$ cat src/rtl/spi_rx_pkg.sv
package spi_rx_pkg;
  localparam int unsigned CHAR_W = 8;
  localparam int unsigned CNT_W  = $clog2(CHAR_W);
  typedef logic [CHAR_W-1:0] char_t;
  typedef logic [CNT_W-1:0]  bitcnt_t;
endpackage

$ cat src/rtl/spi_rx_sync.sv
module spi_rx_sync #(
  parameter int unsigned WIDTH  = 3,
  parameter int unsigned STAGES = 2,
  parameter logic [WIDTH-1:0] RST_VAL = '0
) (
  input  logic             clk,
  input  logic             rst,
  input  logic [WIDTH-1:0] d,
  output logic [WIDTH-1:0] q
);
  logic [WIDTH-1:0] stage [STAGES];

  always_ff @(posedge clk) begin
    if (rst) begin
      for (int i = 0; i < STAGES; i++) stage[i] <= RST_VAL;
    end else begin
      stage[0] <= d;
      for (int i = 1; i < STAGES; i++) stage[i] <= stage[i-1];
    end
  end

  assign q = stage[STAGES-1];
endmodule

$ cat src/rtl/spi_rx_shifter.sv
module spi_rx_shifter
  import spi_rx_pkg::*;
#(
  parameter bit SAMPLE_RISE = 1'b1
) (
  input  logic  clk,
  input  logic  rst,
  input  logic  sclk_s,
  input  logic  mosi_s,
  input  logic  ss_n_s,
  output logic  done,
  output char_t char_out
);
  logic    sclk_q;
  logic    sample;
  bitcnt_t bit_cnt;
  char_t   shreg;
  char_t   next_char;

  always_ff @(posedge clk) begin
    if (rst) sclk_q <= ~SAMPLE_RISE;
    else     sclk_q <= sclk_s;
  end

  generate
    if (SAMPLE_RISE) begin : g_rise
      assign sample = sclk_s & ~sclk_q & ~ss_n_s;
    end else begin : g_fall
      assign sample = ~sclk_s & sclk_q & ~ss_n_s;
    end
  endgenerate

  assign next_char = {shreg[CHAR_W-2:0], mosi_s};

  always_ff @(posedge clk) begin
    if (rst) begin
      bit_cnt  <= '0;
      shreg    <= '0;
      done     <= 1'b0;
      char_out <= '0;
    end else begin
      done <= 1'b0;
      if (ss_n_s) begin
        bit_cnt <= '0;
      end else if (sample) begin
        shreg <= next_char;
        if (bit_cnt == bitcnt_t'(CHAR_W - 1)) begin
          bit_cnt  <= '0;
          done     <= 1'b1;
          char_out <= next_char;
        end else begin
          bit_cnt <= bit_cnt + 1'b1;
        end
      end
    end
  end


  ss_abort_chk: assert property (@(posedge clk) disable iff (rst)
    ss_n_s |=> (bit_cnt == '0) && !done);


  done_needs_sel_chk: assert property (@(posedge clk) disable iff (rst)
    $rose(done) |-> !$past(ss_n_s));
endmodule

$ cat src/rtl/spi_rx_holding.sv
module spi_rx_holding
  import spi_rx_pkg::*;
(
  input  logic  clk,
  input  logic  rst,
  input  logic  done,
  input  char_t char_in,
  input  logic  rd_strobe,
  input  logic  clr_status,
  output char_t rx_data,
  output logic  rx_ready,
  output logic  rx_overrun
);
  always_ff @(posedge clk) begin
    if (rst) begin
      rx_data    <= '0;
      rx_ready   <= 1'b0;
      rx_overrun <= 1'b0;
    end else begin
      if (done) begin
        rx_data  <= char_in;
        rx_ready <= 1'b1;
      end else if (rd_strobe) begin
        rx_ready <= 1'b0;
      end
      if (done && rx_ready)  rx_overrun <= 1'b1;
      else if (clr_status)   rx_overrun <= 1'b0;
    end
  end


  load_chk: assert property (@(posedge clk) disable iff (rst)
    done |=> rx_ready && (rx_data == $past(char_in)));


  ovr_set_chk: assert property (@(posedge clk) disable iff (rst)
    (done && rx_ready) |=> rx_overrun);


  ovr_sticky_chk: assert property (@(posedge clk) disable iff (rst)
    (rx_overrun && !clr_status) |=> rx_overrun);


  rd_clear_chk: assert property (@(posedge clk) disable iff (rst)
    (rd_strobe && !done) |=> !rx_ready && $stable(rx_data));


  rd_collide_chk: assert property (@(posedge clk) disable iff (rst)
    (rd_strobe && done) |=> rx_ready);
endmodule

$ cat src/rtl/spi_slave_rx.sv
module spi_slave_rx
  import spi_rx_pkg::*;
#(
  parameter int unsigned SYNC_STAGES = 2,
  parameter bit          SAMPLE_RISE = 1'b1
) (
  input  logic              clk,
  input  logic              rst,
  input  logic              sclk_in,
  input  logic              mosi_in,
  input  logic              ss_n_in,
  input  logic              rd_strobe,
  input  logic              clr_status,
  output logic [CHAR_W-1:0] rx_data,
  output logic              rx_ready,
  output logic              rx_overrun
);
  localparam logic [2:0] SYNC_RST = {~SAMPLE_RISE, 1'b0, 1'b1};

  logic [2:0] sync_q;
  logic       done;
  char_t      char_w;

  spi_rx_sync #(.WIDTH(3), .STAGES(SYNC_STAGES), .RST_VAL(SYNC_RST)) u_sync (
    .clk (clk),
    .rst (rst),
    .d   ({sclk_in, mosi_in, ss_n_in}),
    .q   (sync_q)
  );

  spi_rx_shifter #(.SAMPLE_RISE(SAMPLE_RISE)) u_shift (
    .clk      (clk),
    .rst      (rst),
    .sclk_s   (sync_q[2]),
    .mosi_s   (sync_q[1]),
    .ss_n_s   (sync_q[0]),
    .done     (done),
    .char_out (char_w)
  );

  spi_rx_holding u_hold (
    .clk        (clk),
    .rst        (rst),
    .done       (done),
    .char_in    (char_w),
    .rd_strobe  (rd_strobe),
    .clr_status (clr_status),
    .rx_data    (rx_data),
    .rx_ready   (rx_ready),
    .rx_overrun (rx_overrun)
  );
endmodule

$ cat config.mk
export PLATFORM = sky130hd
export DESIGN_NAME = spi_slave_rx
export DESIGN_NICKNAME = d
export VERILOG_FILES = /design/src/rtl/spi_rx_pkg.sv /design/src/rtl/spi_rx_sync.sv /design/src/rtl/spi_rx_shifter.sv /design/src/rtl/spi_rx_holding.sv /design/src/rtl/spi_slave_rx.sv
export SDC_FILE = /design/constraint.sdc
export NUM_CORES = 1
export LEC_CHECK = 0
export ABC_AREA = 1
export BUFFER_PORTS_ARGS = -buffer_cell sky130_fd_sc_hd__buf_2
export CAP_MARGIN = 0
export CELL_PAD_IN_SITES_DETAIL_PLACEMENT = 0
export CELL_PAD_IN_SITES_GLOBAL_PLACEMENT = 2
export CORE_ASPECT_RATIO = 1.5
export CORE_MARGIN = 10
export CORE_UTILIZATION = 30
export CTS_CLUSTER_SIZE = 8
export DETAILED_ROUTE_END_ITERATION = 16
export PLACE_DENSITY_LB_ADDON = 0.1
export SLEW_MARGIN = 0
export SYNTH_ARGS = -nofsm -noshare
export SYNTH_HDL_FRONTEND = slang
export SYNTH_SLANG_ARGS = --single-unit
$ cat constraint.sdc
create_clock -name clk -period 1.4 [get_ports clk]
set_input_delay 0.21 -clock clk [delete_from_list [all_inputs] [get_ports clk]]
set_output_delay 0.21 -clock clk [all_outputs]
set_load 0.05 [all_outputs]
Word-level counts from Yosys, hierarchy flattened:

Memory sizes are Yosys's and may differ from the RTL's.
Index checks and enable logic that the tools add are counted.

* add/sub/neg operators: 1
* equality and inequality tests: 1
* muxes and demuxes: 11
* bitwise operators: 7
* reduce and logical (&&, ||, !) cells: 7

Operators by type and width (count)
* two-way mux 3 bit: 3
* two-way mux 1 bit: 8
* nonzero test 2 bit: 2
* adder 3 x 1 -> 3 bit (second input constant): 1
* equality test 3 bit (second input constant): 1
* inverter 1 bit: 3
* AND reduction 3 bit: 1
* OR reduction 3 bit: 1
* bitwise AND 1 bit: 2
* OR 1 bit: 2
* AND reduction 2 bit: 1
* OR reduction 2 bit: 1
* logical AND 1 bit: 1

* register bits: 30
* RAM bits: 6
* input port bits: 7
* output and inout port bits: 10
* word-level logic and storage cells: 36
* memories kept: 1

Memories
* u_sync.stage: words 2, bits a word 3, read ports 2, clocked after memory_dff 0, wr ports 2, RTL line spi_rx_sync.sv:11 `logic [WIDTH-1:0] stage [STAGES];`

Logic depth before layout (Yosys ltp):

Gate-level depths: netlist of run 1.

* word-level depth: 5
* mapped depth: 7
* mapped depth without buffers: 6

Hierarchy:

A second synthesis of run 1 with hierarchy kept.

* cell total of the unflattened synthesis: 179
* area, all modules: 1388.8 sq um

Modules (own cells, without submodules)
* spi_rx_shifter: times used 1, cells an instance 113, area an instance 832.0 sq um, seq. area each 400.4 sq um
* spi_rx_holding: times used 1, cells an instance 44, area an instance 365.4 sq um, seq. area each 200.2 sq um
* spi_rx_sync: times used 1, cells an instance 22, area an instance 191.4 sq um, seq. area each 120.1 sq um

Least setup slack after synthesis of run 1:

OpenSTA, ideal clock, no wires.

* path kind: register to register
* start: register u_shift.bit_cnt[0]
* end: register u_shift.char_out[0]
* setup time: 64 ps
* data arrival time: 1183 ps
* required time: 1336 ps
* path slack: 153 ps
* stages on the path, launching flop included: 8
* path buffers: 1
* clock period less this slack: 1247 ps
* cell sequence: dfxtp_1 > ha_1 > ha_1 > clkbuf_2 > inv_1 > nor2_4 > nor2_1 > nor2_1

* longest elaborated chain between the ends: 2

Ends and longest elaborated chain
* start, declared: RTL line spi_rx_shifter.sv:16 `bitcnt_t bit_cnt;`
* start signal, assigned: RTL line spi_rx_shifter.sv:52 `bit_cnt <= bit_cnt + 1'b1;`
* equality test 3 bit: RTL line spi_rx_shifter.sv:47 `if (bit_cnt == bitcnt_t'(CHAR_W - 1)) begin`
* AND reduction 3 bit (no line)
* end signal, assigned: RTL line spi_rx_shifter.sv:50 `char_out <= next_char;`
* end, declared: RTL line spi_rx_shifter.sv:12 `output char_t char_out`

Every way passes these cells.
A chain may end at the register's enable or synchronous reset.

Worst setup path after layout of run 1:

* start: register u_shift.bit_cnt[0]
* end: register u_shift.char_out[7]

Same word-level chain as after synthesis.

==> summary.txt, run 1 <==
CTS
  – Number of buffers added by the clock tree synthesis step: 5
  – Maximum buffer depth of the clock tree: 2
  – Quantity of gates resized following cts: 0
  – CTS tree: done
  – Clock latency of the later-clocked register in the worst-skew pair: 0.28 ns
  – Clk sink count: 36
  – H-Tree Level Count: 2
  – Number of buffers inserted to repair setup after CTS: 0
  – Post-CTS Hold Fix Bufs: 0
  – Root buffer cell: clkbuf_8
  – Clock transition at the register clock pins on the worst setup and hold paths after CTS: ~0.07 ns

Yosys
  – Register bit total from synthesis: 36
  – Netlist cell types: 19
  – Post-Synthesis Net Count: 184
  – Sequential area share after synthesis: 0.5363
  – Post-Synthesis Mean Instance Area: just under 8 sq um
  – Cells after Synth: 174
  – Ranking of synthesized cells by area: dfxtp_1, nor2_1, nand2_1
  – Share of the synthesized area in the top cell type: 0.5363
  – Warnings, synthesis: 0
  – Cell area after synthesis: 0.001344 sq mm
  – Dominant cell type by area after synthesis: dfxtp_1

Floorplanning
  – Std-Cell Rows: 29
  – Io pins: 17
  – Die Area: approximately 0.0076 sq mm
  – Starting Density: 0.3139
  – Core Box Area: approximately 0.0043 sq mm
  – Die outline width: 74.65 um
  – Vertical die dimension: 102.0 um

Timing
  – Final TNS setup: 0 ns
  – Min cycle time layout: roughly 1.2 ns
  – Relative slew margins: 0.7493
  – Worst-case hold slack: 0.1081 ns
  – Setup repair after global routing missed its margin: false
  – Final number of max-transition violations: 0
  – Final hold viol count: 0
  – Post-Route Skew: between 0.007 and 0.008 ns
  – Highest clock frequency the design can meet: 813.1 MHz
  – Transition time at the pin with the least slew margin: ~0.38 ns
  – Final setup vio count: 0
  – Final worst path period share: 0.8785

Min path
  – Cell depth of the worst min-delay path: 2
  – Startpoint of the worst hold path: ss_n_in
  – Worst min-delay path category: primary input to flip-flop

Finish
  – Core occupancy in the finished layout: 0.3656
  – Top library cells by usage in the layout, fill and taps aside: nor2_1, dfxtp_1, nand2_1, inv_1, buf_2
  – Layout net count: 206
  – Area Growth Syn to Fin: 16.48%
  – Total inserted antenna cells: 0
  – Design Area, Final: roughly 0.0016 sq mm
  – Most frequent standard cell in the layout excluding fill and tap cells: nor2_1
  – Share of layout cells above drive strength 1: 0.1888
  – Final std cells w/o fill: about 240

Worst setup path
  – Endpoint kind of the worst setup timing path: flip-flop
  – Cell type with the highest occurrence count on the critical path: ha_1
  – CP max FO: 9
  – Origin of the worst setup path: u_shift.bit_cnt[0]
  – Number of stages on the worst setup path: 6
  – Worst EP arrival: 1.41 ns
  – WP buf/inv: 1
  – Critical Path, Cell by Cell: ha_1, ha_1, buf_4, nand4_1, nand2_1, nor2_1
  – Slowest library cell on the worst path: dfxtp_1
  – Largest delay contributor family on the critical path: adder cells
  – Startpoint-to-endpoint class of the critical path: flip-flop to flip-flop
  – Biggest cell delay along the critical path: 0.36 ns
  – Worst reg2reg path startpoint: u_shift.bit_cnt[0]
  – CP Data Required Time: approximately 1.6 ns
  – Logic depth of the worst register-to-register path: 6
  – Worst Setup Start Kind: flip-flop

GRT
  – Number of antenna violations at the first check in global routing: 0
  – Global-route usage over all layers: 0.08202
  – Via count of the first global-routing pass: 1,097
  – Wire length of the first global-routing pass: 4802 um
  – Global route total overflow: 0
  – Largest net degree at the start of global routing: 17

Route
  – Average vias per placed instance: 4.376
  – Residual antenna-violating net count after detailed routing: 0
  – Wirelength per Cell: 11.21 um
  – DR iter-0 viols: 31
  – DRC errors left: 0
  – Routed wire length: approximately 2700 um
  – First-pass iteration count of the detailed router: 4
  – Total vias in the final route: 1,059

Place
  – Cell count after placement: 235
  – Count of input and output buffers: 16
  – Dpl hpwl: slightly above 2000 um
  – Instance area at placement: 0.001488 sq mm
  – Final RePlAce weighted congestion: around 0.74

Pwr
  – Leakage power of the design: 0.6940 nW
  – Maximum resistive drop on vdd: around 0.00049 V
  – Power density over cell area: 1130 mW/mm^2

Flow run
  – Number of maximum-capacitance constraint violations: 0

Outcome
  – Run status: complete, no violations
-- worst paths after layout --
kind | end | slack [ns]
worst min register to register | u_sync.stage[0][4] | 0.41
worst max-delay path | u_shift.char_out[7] | 0.17
worst min-delay path | u_sync.stage[0][0] | 0.11
worst max register to register | u_shift.char_out[7] | 0.17
-- where the power goes --
part	total [mW]	switching, mW	internal [mW]
Clock	0.678	0.340	0.338
Sequential	1.04	0.00473	1.03
Combinational	0.0539	0.0342	0.0197
-- flip-flops by register name, indices dropped and copies added (netlist names) --
name               cells
u_hold.rx_ready        1
u_sync.stage           6
u_hold.rx_data         8
u_shift.sclk_q         1
u_shift.shreg          7
u_shift.done           1
u_shift.char_out       8
u_hold.rx_overrun      1
u_shift.bit_cnt        3
-- kinds of logic after synthesis --
group           after synthesis  synth area share
flops                        36            0.5363
simple gates                 86            0.2728
buf+inv                      28           0.08472
fa+ha+maj                     3           0.02794
compound gates               21           0.07821
-- synth_stat cells (all sizes together) --
cell type,n
nor2,48
dfxtp,36
nand2,27
inv,21
o21ai,11
a21oi,10
nand4,8
buf,5
ha,3
or2,2
clkbuf,1
clkinv,1
nand3,1
-- metal layers --
| layer | part of all wire | up-vias | track usage | wire length (um) |
|---|---|---|---|---|
| met1 | 0.40 | 458 | 0.07819 | 1092 |
| met3 | 0.036 | 6 | 0.03007 | 99 |
| met5 | 0 | - | 0 | 0 |
| met4 | 0.025 | 0 | 0.04386 | 69 |
| li1 | - | 582 | - | - |
| met2 | 0.54 | 13 | 0.1476 | 1452 |
-- per-stage QoR --
stage / power, mW / setup slack (ns)
2_1_floorplan: 1.096 / 0.1534
3_3_place_gp: 1.115 / 0.2099
3_5_place_dp: 1.116 / 0.1472
4_1_cts: 1.810 / 0.1441
5_1_grt: 1.858 / 0.03480
6_report: 1.769 / 0.1701
-- final cells by class --
cell class	count	area (sq um)
multi-input combinational	110	509.2
sequential	36	720.7
inverter	22	82.58
clock inverter	1	5.005
fill	491	2716
tap	46	57.56
clock buffer	6	72.57
timing repair buffer	21	117.6
Power figures use the tool's default switching activity.
==> run 2: changes to the inputs <==
Settings changed: BUFFER_PORTS_ARGS -buffer_cell sky130_fd_sc_hd__buf_2 to not set, DONT_BUFFER_PORTS set to 1.
==> summary.txt, run 2 (same netlist as run 1, synthesis figures left out) <==
Timing
  – Transition time at the pin with the least slew margin: 0.5488 ns (+0.1732 ns)
  – Final TNS setup: 0 ns (unchanged)
  – Relative slew margins: 0.6336 (-0.1157)
  – Highest clock frequency the design can meet: 785.6 MHz (-3.4%)
  – Post-Route Skew: 0.004003 ns (-0.003668 ns)
  – Worst setup slack after layout: 0.1272 ns (-0.04297 ns)
  – Final setup vio count: 0 (unchanged)
  – Final hold viol count: 0 (unchanged)
  – Min cycle time layout: 1.273 ns (+0.04297 ns)
  – Final worst path period share: 0.9092 (+0.03069)
  – Worst-case hold slack: 0.02213 ns (-0.08594 ns)
  – Setup repair after global routing missed its margin: false
  – Final number of max-transition violations: 0 (unchanged)

Worst setup path
  – Largest delay contributor family on the critical path: adder cells
  – Critical Path, Cell by Cell: ha_1, ha_1, buf_4, nand4_1, nand2_1, nor2_1
  – Worst EP arrival: 1.45 ns (+0.04 ns)
  – Startpoint-to-endpoint class of the critical path: flip-flop to flip-flop
  – CP max FO: 8 (-1)
  – Cell type with the highest occurrence count on the critical path: ha_1
  – Worst Setup Start Kind: flip-flop
  – WP buf/inv: 1 (unchanged)
  – CP Data Required Time: 1.58 ns (about the same)
  – Slowest library cell on the worst path: dfxtp_1
  – Biggest cell delay along the critical path: 0.36 ns (about the same)
  – Endpoint kind of the worst setup timing path: flip-flop

CTS
  – Maximum buffer depth of the clock tree: 2 (unchanged)
  – Root buffer cell: clkbuf_8
  – CTS tree: done
  – H-Tree Level Count: 2 (unchanged)
  – Number of buffers inserted to repair setup after CTS: 0 (unchanged)
  – Clk sink count: 36 (unchanged)
  – Number of buffers added by the clock tree synthesis step: 5 (unchanged)
  – Clock transition at the register clock pins on the worst setup and hold paths after CTS: 0.07 ns (about the same)
  – Clock latency of the later-clocked register in the worst-skew pair: 0.28 ns (about the same)

Route
  – Routed wire length: 2775 um (+2.3%)
  – Wirelength per Cell: 11.86 um (+5.8%)
  – DRC errors left: 0 (unchanged)
  – DR iter-0 viols: 46 (+48%)
  – Total vias in the final route: 1,047 (-1.1%)
  – First-pass iteration count of the detailed router: 3 (-1)
  – Average vias per placed instance: 4.474 (+2.2%)
  – Residual antenna-violating net count after detailed routing: 0 (unchanged)

Pwr
  – Power density over cell area: 1195 mW/mm^2 (+5.7%)
  – Net load switching power: 0.3867 mW (+2.0%)
  – Maximum resistive drop on vdd: 0.0005426 V (+10%)
  – Fraction of power spent switching nets: 0.2066 (-0.007603)
  – Leakage power of the design: 0.6667 nW (-3.9%)
  – Logic gate share of total power: 0.024 (-0.006)
  – Clock network fraction of design power: 0.422 (+0.039)
  – Int Pwr: 1.485 mW (+6.8%)
  – Register share of total power: 0.554 (-0.032)

Floorplanning
  – Vertical die dimension: 102.0 um (unchanged)
  – Die Area: 0.007612 sq mm (unchanged)
  – Io pins: 17 (unchanged)
  – Std-Cell Rows: 29 (unchanged)
  – Core Box Area: 0.004282 sq mm (unchanged)
  – Starting Density: 0.3139 (unchanged)
  – Die outline width: 74.65 um (unchanged)

Finish
  – Filler cell count: 460 (-6.3%)
  – Total inserted antenna cells: 0 (unchanged)
  – Top library cells by usage in the layout, fill and taps aside: nor2_1, dfxtp_1, nand2_1, inv_1, buf_4
  – Total area of multi-input combinational cells: 509.2 sq um (unchanged)
  – Share of layout cells above drive strength 1: 0.1543 (-0.03452)
  – Area Growth Syn to Fin: 16.57% (about the same)
  – Most frequent standard cell in the layout excluding fill and tap cells: nor2_1
  – Design Area, Final: 0.001567 sq mm (about the same)
  – Register area: 720.7 sq um (unchanged)
  – Largest registers in the final layout: u_hold.rx_data x8, u_shift.char_out x8, u_shift.shreg x7
  – Layout net count: 198 (-3.9%)

GRT
  – Largest net degree at the start of global routing: 17 (unchanged)
  – Global-route usage over all layers: 0.08110 (-0.0009130)
  – Wire length of the first global-routing pass: 4719 um (-1.7%)
  – Number of antenna violations at the first check in global routing: 0 (unchanged)
  – Global route total overflow: 0 (unchanged)
  – Via count of the first global-routing pass: 1,035 (-5.7%)

Place
  – Count of input and output buffers: 0 (-16)
  – Dpl hpwl: 2083 um (+1.1%)
  – Instance area at placement: 0.001460 sq mm (-1.9%)
  – Post-Place Setup Slack: 0.1456 ns (-0.001515 ns)
  – Final RePlAce weighted congestion: 0.7488 (+0.63%)

Outcome
  – Run status: complete, no violations

Flow run
  – Number of maximum-capacitance constraint violations: 0 (unchanged)

Min path
  – Worst min-delay path category: primary input to flip-flop
[run 2: cell count changes in the layout (fill, tap and decap cells not counted)]
cell	previous run	this run
buf_2	16	0
clkinv_2	1	0
buf_4	5	12
clkbuf_8	5	7
dlygate4sd3_1	0	1
clkbuf_1	1	0
[run 2: stage by stage]
stage	power, mW	instances	utilization
2_1_floorplan	1.096	174	-
3_3_place_gp	1.098	226	0.3410
3_5_place_dp	1.098	226	0.3410
4_1_cts	1.898	234	0.3659
5_1_grt	1.950	234	0.3659
6_report	1.872	234	0.3659
[run 2: power groups by stage]
stage	sequential, mW	combinational (mW)	clock (mW)
after floorplan	1.06	0.0358	0
after global placement	1.06	0.0361	0
after detailed placement	1.06	0.0366	0
after CTS	1.04	0.0455	0.815
after global routing	1.04	0.0516	0.861
final	1.04	0.0441	0.790
[run 2: area by class of cell]
class / count / share of cell area
Timing Repair Buffer: 13 / 0.06390
Tap cell: 46 / 0.03674
Multi-Input combinational cell: 110 / 0.3251
Clock buffer: 7 / 0.06150
Sequential cell: 36 / 0.4601
Inverter: 22 / 0.05272
[run 2: timing repair]
item                                   4_1_cts  5_1_grt
endpoints found under the hold margin       14        0
hold buffers                                 1        0
resized for setup                            0        0
[run 2: layer usage]
layer,up-vias,share of wire,track usage
met5,-,0,0
met4,0,0.027,0.05117
li1,561,-,-
met2,19,0.51,0.1416
met1,463,0.41,0.07780
met3,4,0.047,0.03007
[run 2: path summary, 6_finish.rpt]
path	from	to	slack, ns	cells past startpoint
setup reg to reg	u_shift.bit_cnt[0]	u_shift.char_out[7]	0.13	6
setup / recovery	u_shift.bit_cnt[0]	u_shift.char_out[7]	0.13	6
hold reg to reg	u_sync.stage[0][2]	u_sync.stage[0][5]	0.41	2
hold / removal	sclk_in	u_sync.stage[0][2]	0.02	2
[run 2: worst register-to-register path, stage by stage (launching register included)]
cell and delay, ns:
dfxtp_1 0.36, ha_1 0.19, ha_1 0.20, buf_4 0.16, nand4_1 0.13, nand2_1 0.10
nor2_1 0.04
